`src/rtl/iack_pkg.sv`:
```
package iack_pkg;

  // Strobes from control to datapath, one per capture action.
  typedef struct packed {
    logic loadLevel;
    logic takeData;
    logic takeAuto;
    logic takeSpur;
  } dpStrobeT;

  typedef enum logic {
    ST_IDLE = 1'b0,
    ST_WAIT = 1'b1
  } ackStateT;

endpackage

```
`src/rtl/iack_datapath.sv`:
```
module iack_datapath
  import iack_pkg::*;
#(
  parameter int LEVEL_W   = 3,
  parameter int VEC_W     = 8,
  parameter int AUTO_BASE = 24,
  parameter int SPUR_VEC  = 24
) (
  input  logic                        clk,
  input  logic                        rstN,
  input  dpStrobeT                    stb,
  input  logic [LEVEL_W-1:0]          ackLevel,
  input  logic [(2**LEVEL_W)-2:0]     autoVecEn,
  input  logic                        avecN,
  input  logic                        dsackN,
  input  logic                        berrN,
  input  logic                        haltN,
  input  logic                        pinIsCs,
  input  logic [VEC_W-1:0]            dataBus,
  output logic                        levelZero,
  output logic                        autoInt,
  output logic                        avecSeen,
  output logic                        dsackSeen,
  output logic                        berrSeen,
  output logic                        haltSeen,
  output logic [VEC_W-1:0]            vecOut
);

  localparam int NUM_LEVELS = (2**LEVEL_W) - 1;
  localparam logic [VEC_W-1:0] AUTO_BASE_V = VEC_W'(AUTO_BASE);
  localparam logic [VEC_W-1:0] SPUR_VEC_V  = VEC_W'(SPUR_VEC);

  logic [LEVEL_W-1:0] levelQ;
  logic [VEC_W-1:0]   vecQ;
  logic [VEC_W-1:0]   autoVec;
  logic [NUM_LEVELS:0] lvlHit;

  // Level captured at the start strobe
  always_ff @(posedge clk or negedge rstN) begin
    if (!rstN) levelQ <= '0;
    else if (stb.loadLevel) levelQ <= ackLevel;
  end

  // Per-level internal autovector decode
  assign lvlHit[0] = 1'b0;
  generate
    for (genvar g = 1; g <= NUM_LEVELS; g++) begin : gLevel
      assign lvlHit[g] = autoVecEn[g-1] && (levelQ == LEVEL_W'(g));
    end
  endgenerate

  assign autoInt   = |lvlHit;
  assign levelZero = (levelQ == '0);
  // The shared pin only counts as autovector when it is not a chip select
  assign avecSeen  = !avecN && !pinIsCs;
  assign dsackSeen = !dsackN;
  assign berrSeen  = !berrN;
  assign haltSeen  = !haltN;

  assign autoVec = AUTO_BASE_V + {{(VEC_W-LEVEL_W){1'b0}}, levelQ};

  always_ff @(posedge clk or negedge rstN) begin
    if (!rstN) vecQ <= '0;
    else if (stb.takeSpur) vecQ <= SPUR_VEC_V;
    else if (stb.takeAuto) vecQ <= autoVec;
    else if (stb.takeData) vecQ <= dataBus;
  end

  assign vecOut = vecQ;

endmodule

```
`src/rtl/iack_ctrl.sv`:
```
module iack_ctrl
  import iack_pkg::*;
(
  input  logic     clk,
  input  logic     rstN,
  input  logic     ackStart,
  input  logic     levelZero,
  input  logic     autoInt,
  input  logic     avecSeen,
  input  logic     dsackSeen,
  input  logic     berrSeen,
  input  logic     haltSeen,
  output dpStrobeT stb,
  output logic     waiting,
  output logic     vecValid,
  output logic     retryReq
);

  ackStateT stateQ, stateD;
  logic     finish;
  logic     retry;
  logic     validQ;
  logic     retryQ;

  always_comb begin
    stb    = '0;
    stateD = stateQ;
    finish = 1'b0;
    retry  = 1'b0;
    unique case (stateQ)
      ST_IDLE: begin
        if (ackStart) begin
          stb.loadLevel = 1'b1;
          stateD        = ST_WAIT;
        end
      end
      ST_WAIT: begin
        if (berrSeen && haltSeen) begin
          retry = 1'b1;                 // rerun: remain waiting
        end else if (levelZero || berrSeen) begin
          stb.takeSpur = 1'b1;
          finish       = 1'b1;
        end else if (autoInt || avecSeen) begin
          stb.takeAuto = 1'b1;          // data bus discarded
          finish       = 1'b1;
        end else if (dsackSeen) begin
          stb.takeData = 1'b1;
          finish       = 1'b1;
        end
        if (finish) stateD = ST_IDLE;
      end
      default: stateD = ST_IDLE;
    endcase
  end

  always_ff @(posedge clk or negedge rstN) begin
    if (!rstN) begin
      stateQ <= ST_IDLE;
      validQ <= 1'b0;
      retryQ <= 1'b0;
    end else begin
      stateQ <= stateD;
      validQ <= finish;
      retryQ <= retry;
    end
  end

  assign waiting  = (stateQ == ST_WAIT);
  assign vecValid = validQ;
  assign retryReq = retryQ;

endmodule

```
`src/rtl/iack_vector_unit.sv`:
```
module iack_vector_unit
  import iack_pkg::*;
#(
  parameter int LEVEL_W   = 3,
  parameter int VEC_W     = 8,
  parameter int AUTO_BASE = 24,
  parameter int SPUR_VEC  = 24
) (
  input  logic                    clk,
  input  logic                    rstN,
  input  logic                    ackStart,
  input  logic [LEVEL_W-1:0]      ackLevel,
  input  logic                    avecN,
  input  logic                    dsackN,
  input  logic                    berrN,
  input  logic                    haltN,
  input  logic [VEC_W-1:0]        dataBus,
  input  logic [(2**LEVEL_W)-2:0] autoVecEn,
  input  logic                    pinIsCs,
  output logic [VEC_W-1:0]        vecOut,
  output logic                    vecValid,
  output logic                    retryReq
);

  dpStrobeT stb;
  logic     waiting;
  logic     levelZero, autoInt, avecSeen, dsackSeen, berrSeen, haltSeen;

  iack_ctrl u_ctrl (
    .clk       (clk),
    .rstN      (rstN),
    .ackStart  (ackStart),
    .levelZero (levelZero),
    .autoInt   (autoInt),
    .avecSeen  (avecSeen),
    .dsackSeen (dsackSeen),
    .berrSeen  (berrSeen),
    .haltSeen  (haltSeen),
    .stb       (stb),
    .waiting   (waiting),
    .vecValid  (vecValid),
    .retryReq  (retryReq)
  );

  iack_datapath #(
    .LEVEL_W   (LEVEL_W),
    .VEC_W     (VEC_W),
    .AUTO_BASE (AUTO_BASE),
    .SPUR_VEC  (SPUR_VEC)
  ) u_dp (
    .clk       (clk),
    .rstN      (rstN),
    .stb       (stb),
    .ackLevel  (ackLevel),
    .autoVecEn (autoVecEn),
    .avecN     (avecN),
    .dsackN    (dsackN),
    .berrN     (berrN),
    .haltN     (haltN),
    .pinIsCs   (pinIsCs),
    .dataBus   (dataBus),
    .levelZero (levelZero),
    .autoInt   (autoInt),
    .avecSeen  (avecSeen),
    .dsackSeen (dsackSeen),
    .berrSeen  (berrSeen),
    .haltSeen  (haltSeen),
    .vecOut    (vecOut)
  );

endmodule

```
`config.mk`:
```
export PLATFORM = sky130hd
export DESIGN_NAME = iack_vector_unit
export DESIGN_NICKNAME = d
export VERILOG_FILES = /design/src/rtl/iack_pkg.sv /design/src/rtl/iack_datapath.sv /design/src/rtl/iack_ctrl.sv /design/src/rtl/iack_vector_unit.sv
export SDC_FILE = /design/constraint.sdc
export NUM_CORES = 1
export LEC_CHECK = 0
export BUFFER_PORTS_ARGS = -buffer_cell sky130_fd_sc_hd__buf_2
export CAP_MARGIN = 15
export CORE_MARGIN = 5
export CORE_UTILIZATION = 39
export CTS_CLUSTER_DIAMETER = 120
export DETAILED_ROUTE_END_ITERATION = 8
export GPL_TIMING_DRIVEN = 0
export PLACE_DENSITY = 0.69
export SYNTH_ARGS = -nofsm -noshare
export SYNTH_HDL_FRONTEND = slang
export SYNTH_SLANG_ARGS = --single-unit
```
`constraint.sdc`:
```
create_clock -name clk -period 4.4 [get_ports clk]
set_input_delay 0.44 -clock clk [delete_from_list [all_inputs] [get_ports clk]]
set_output_delay 0.44 -clock clk [all_outputs]
set_load 0.005 [all_outputs]
```
==> metrics.txt <==
vias in the first global route 648; required time worst endpoint ~4.6 ns; first-pass GRT wire length around 2.9 mm; LEAKAGE about 0.00049 µW; met2 wire len 772 µm; Setup Skew between 0.004 and 0.005 ns; CP Class flop to flop; post-cts repair resize count 0; # rows 16; uppermost layer routed met4; setup TNS 0 ns; Yosys top cell by area dfrtp_1; Max Fclk about 490 MHz; Top Ports 36; Vias/cell roughly 5.2; grt total ovfl 0; share of cells above drive strength 1 between 40% and 50%; DR WL/cell 13.5 µm; CTS tree built; Slew HR between 70% and 80%; number of diodes 0; Mapped Cells 65; Crit-path slowest cell dfrtp_1; Final period util 46.5%; Crit Reg-Reg Startpoint u_dp.levelQ[1]$_DFFE_PN0P_; PD cells 574 nW/µm²; Slew Limit Fails 0; die area 2950 µm²; EDFF count, synth 0; Routed WL between 1.5 and 2 mm; dominant synthesized flop cell dfrtp_1; placed cell area slightly below 1000 µm²; # H-tree levels 1; Async SR Flop Fraction between 90% and 100%; Final Hold Viols 0; Hold Buf Count CTS 0; Finished Cell Area roughly 1000 µm²; Final setup violation count 0; Worst EP arrival 2.22 ns; actual slew at the worst max-slew pin about 0.35 ns; All-Layer GR Usage approximately 14%; syn nets 91; die span in y about 54 µm; drt first pass iters 3; CTS Buffer Depth 2; yosys warns 0; Area Overhead vs Synth 30.3%; initial DRC count 6; synth unique cells 31; post-synthesis sequential area ratio 45.8%; Final Net Count between 100 and 150; CTS buffer count 3; initial antenna violation count 0; CP startpoint u_dp.levelQ[1]$_DFFE_PN0P_; DR WL met3 173 µm; Initial Util 39.8%; Skew-Pair Late Insertion Delay between 0.2 and 0.3 ns; Root Buffer clkbuf_4; pin count of the biggest net entering global routing 15; status completed; register bit total from synthesis 14; Routed Antenna Nets 0; maxcap violations 0; post-synth top area share about 46%; Worst-path clk slew ~0.080 ns; Final Critical Period approximately 2.0 ns; Hold WC Path Type input pin to asynchronous set/reset pin; crit path cell chain buf_6 > mux2_4 > and3_4 > nor3b_4 > a41o_4 > inv_4 > o22a_1; RSZ-0062 raised after global routing no; Avg Inst Size Synth about 12 µm²; die outline width 54.3 µm; post-route DRC violation count 0; CP endpoint kind flop; nature of the critical path startpoint flop; via count roughly 670; IO Port Bufs 35; ranking of synthesized cells by area dfrtp_1, a22o_1, mux2_2, mux2_4, nand3_1; postcts setup bufs 0; Max VDD drop between 0.2 and 0.3 mV; Worst Path Max Fanout 9; Detailed Place HPWL approximately 1.4 mm; met1 WL 789 µm; Critical Path Max Stage Delay ~0.38 ns; total clock sinks 14; crit-path leading delay family simple AND/OR/NAND/NOR gates; Buf/Inv on CP 2; routability cong. around 0.8; Core Area between 1500 and 2000 µm²; synthesized cell area 764 µm²
report_power, final:
group	leakage [µW]	total, µW	switching [µW]	internal (µW)
combinational	0.000300	299	146	154
clock	0.0000138	69.0	37.2	31.7
sequential	0.000172	203	27.2	176
total	0.000486	572	210	361
metal layers:
metal | GRT usage [%] | up-vias
li1 | - | 328
met1 | 19.4 | 317
met2 | 18.9 | 23
met3 | 5.18 | 4
met4 | 7.47 | 0
met5 | 0 | -
layout by cell type, fill, tap and decap left out:
cell type  Yosys  final
o22a_1         2      2
a21oi_1        1      1
inv_4          1      1
and3_4         1      1
mux2_4         2      2
o31ai_1        1      1
clkbuf_4       0      3
or3_1          1      1
o311a_1        1      1
nand4b_1       1      1
nor3b_4        1      1
mux2_2         3      3
buf_6          2      2
nand2_1        2      2
nor2_1         4      4
inv_1          1      1
a22o_1         5      5
o21ai_0        1      1
or2_2          1      1
clkbuf_1       1      1
buf_2          0     35
a221oi_1       2      2
nor2b_1        3      3
a31oi_1        1      1
a21o_1         2      2
nand3_1        5      5
and2_1         1      1
nor4bb_1       1      1
o221ai_2       1      1
a41o_4         1      1
nor3b_1        1      1
dfrtp_1       14     14
o2bb2ai_1      1      1
area by class of cell:
cell class / count / area, µm²
fillers: 192 / 926
repair buffers: 35 / 175
well taps: 27 / 33.8
multi-input cells: 46 / 378
flip-flops and latches: 14 / 350
plain buffers: 3 / 26.3
clock buffers: 3 / 22.5
inverters: 2 / 10.0
synthesized netlist by cell type (all sizes together), types with 2 or more instances:
master / instances
o22a: 2
inv: 2
a221oi: 2
mux2: 5
nand3: 5
a21o: 2
nor2: 4
buf: 2
dfrtp: 14
a22o: 5
nor3b: 2
nor2b: 3
nand2: 2
worst paths after layout:
kind                                              endpoint  slack [ns]  cells past startpoint
worst max register to register  u_dp.vecOut[3]$_DFFE_PN0P_        2.35                      7
worst min-delay path             u_ctrl.vecValid$_DFF_PN0_        0.04                      1
worst min register to register  u_dp.vecOut[5]$_DFFE_PN0P_        0.50                      1
max in group asynchronous       u_dp.vecOut[4]$_DFFE_PN0P_        4.12                      1
min in group clk                 u_ctrl.retryReq$_DFF_PN0_        0.32                      2
worst max-delay path            u_dp.vecOut[3]$_DFFE_PN0P_        2.35                      7
state kept, by name (all words and copies together) (netlist names):
name and cells:
u_dp.vecOut 8, u_dp.levelQ 3, u_ctrl.retryReq 1, u_ctrl.vecValid 1, u_ctrl.waiting 1
logic make-up after synthesis:
kind of cell | Yosys count | share of synthesized area [%]
and+or+nand+nor | 22 | 18.5
AOI/OAI and AO/OA | 19 | 22.6
DFF | 14 | 45.8
muxes | 5 | 8.35
buffers and inverters | 5 | 4.75
through the flow:
stage                     util [%]  power [µW]  hold WS [ns]  cells  setup slack, ns
final                         51.8         572        0.0433    130             2.35
after global placement        50.7         498         0.349    127             2.37
after CTS                     51.8         579        0.0506    130             2.34
after floorplan                  -         424         0.144     65             2.50
after detailed placement      50.7         506         0.354    127             2.34
after global routing          51.8         627        0.0535    130             2.25
(Power assumes the default switching activity.)
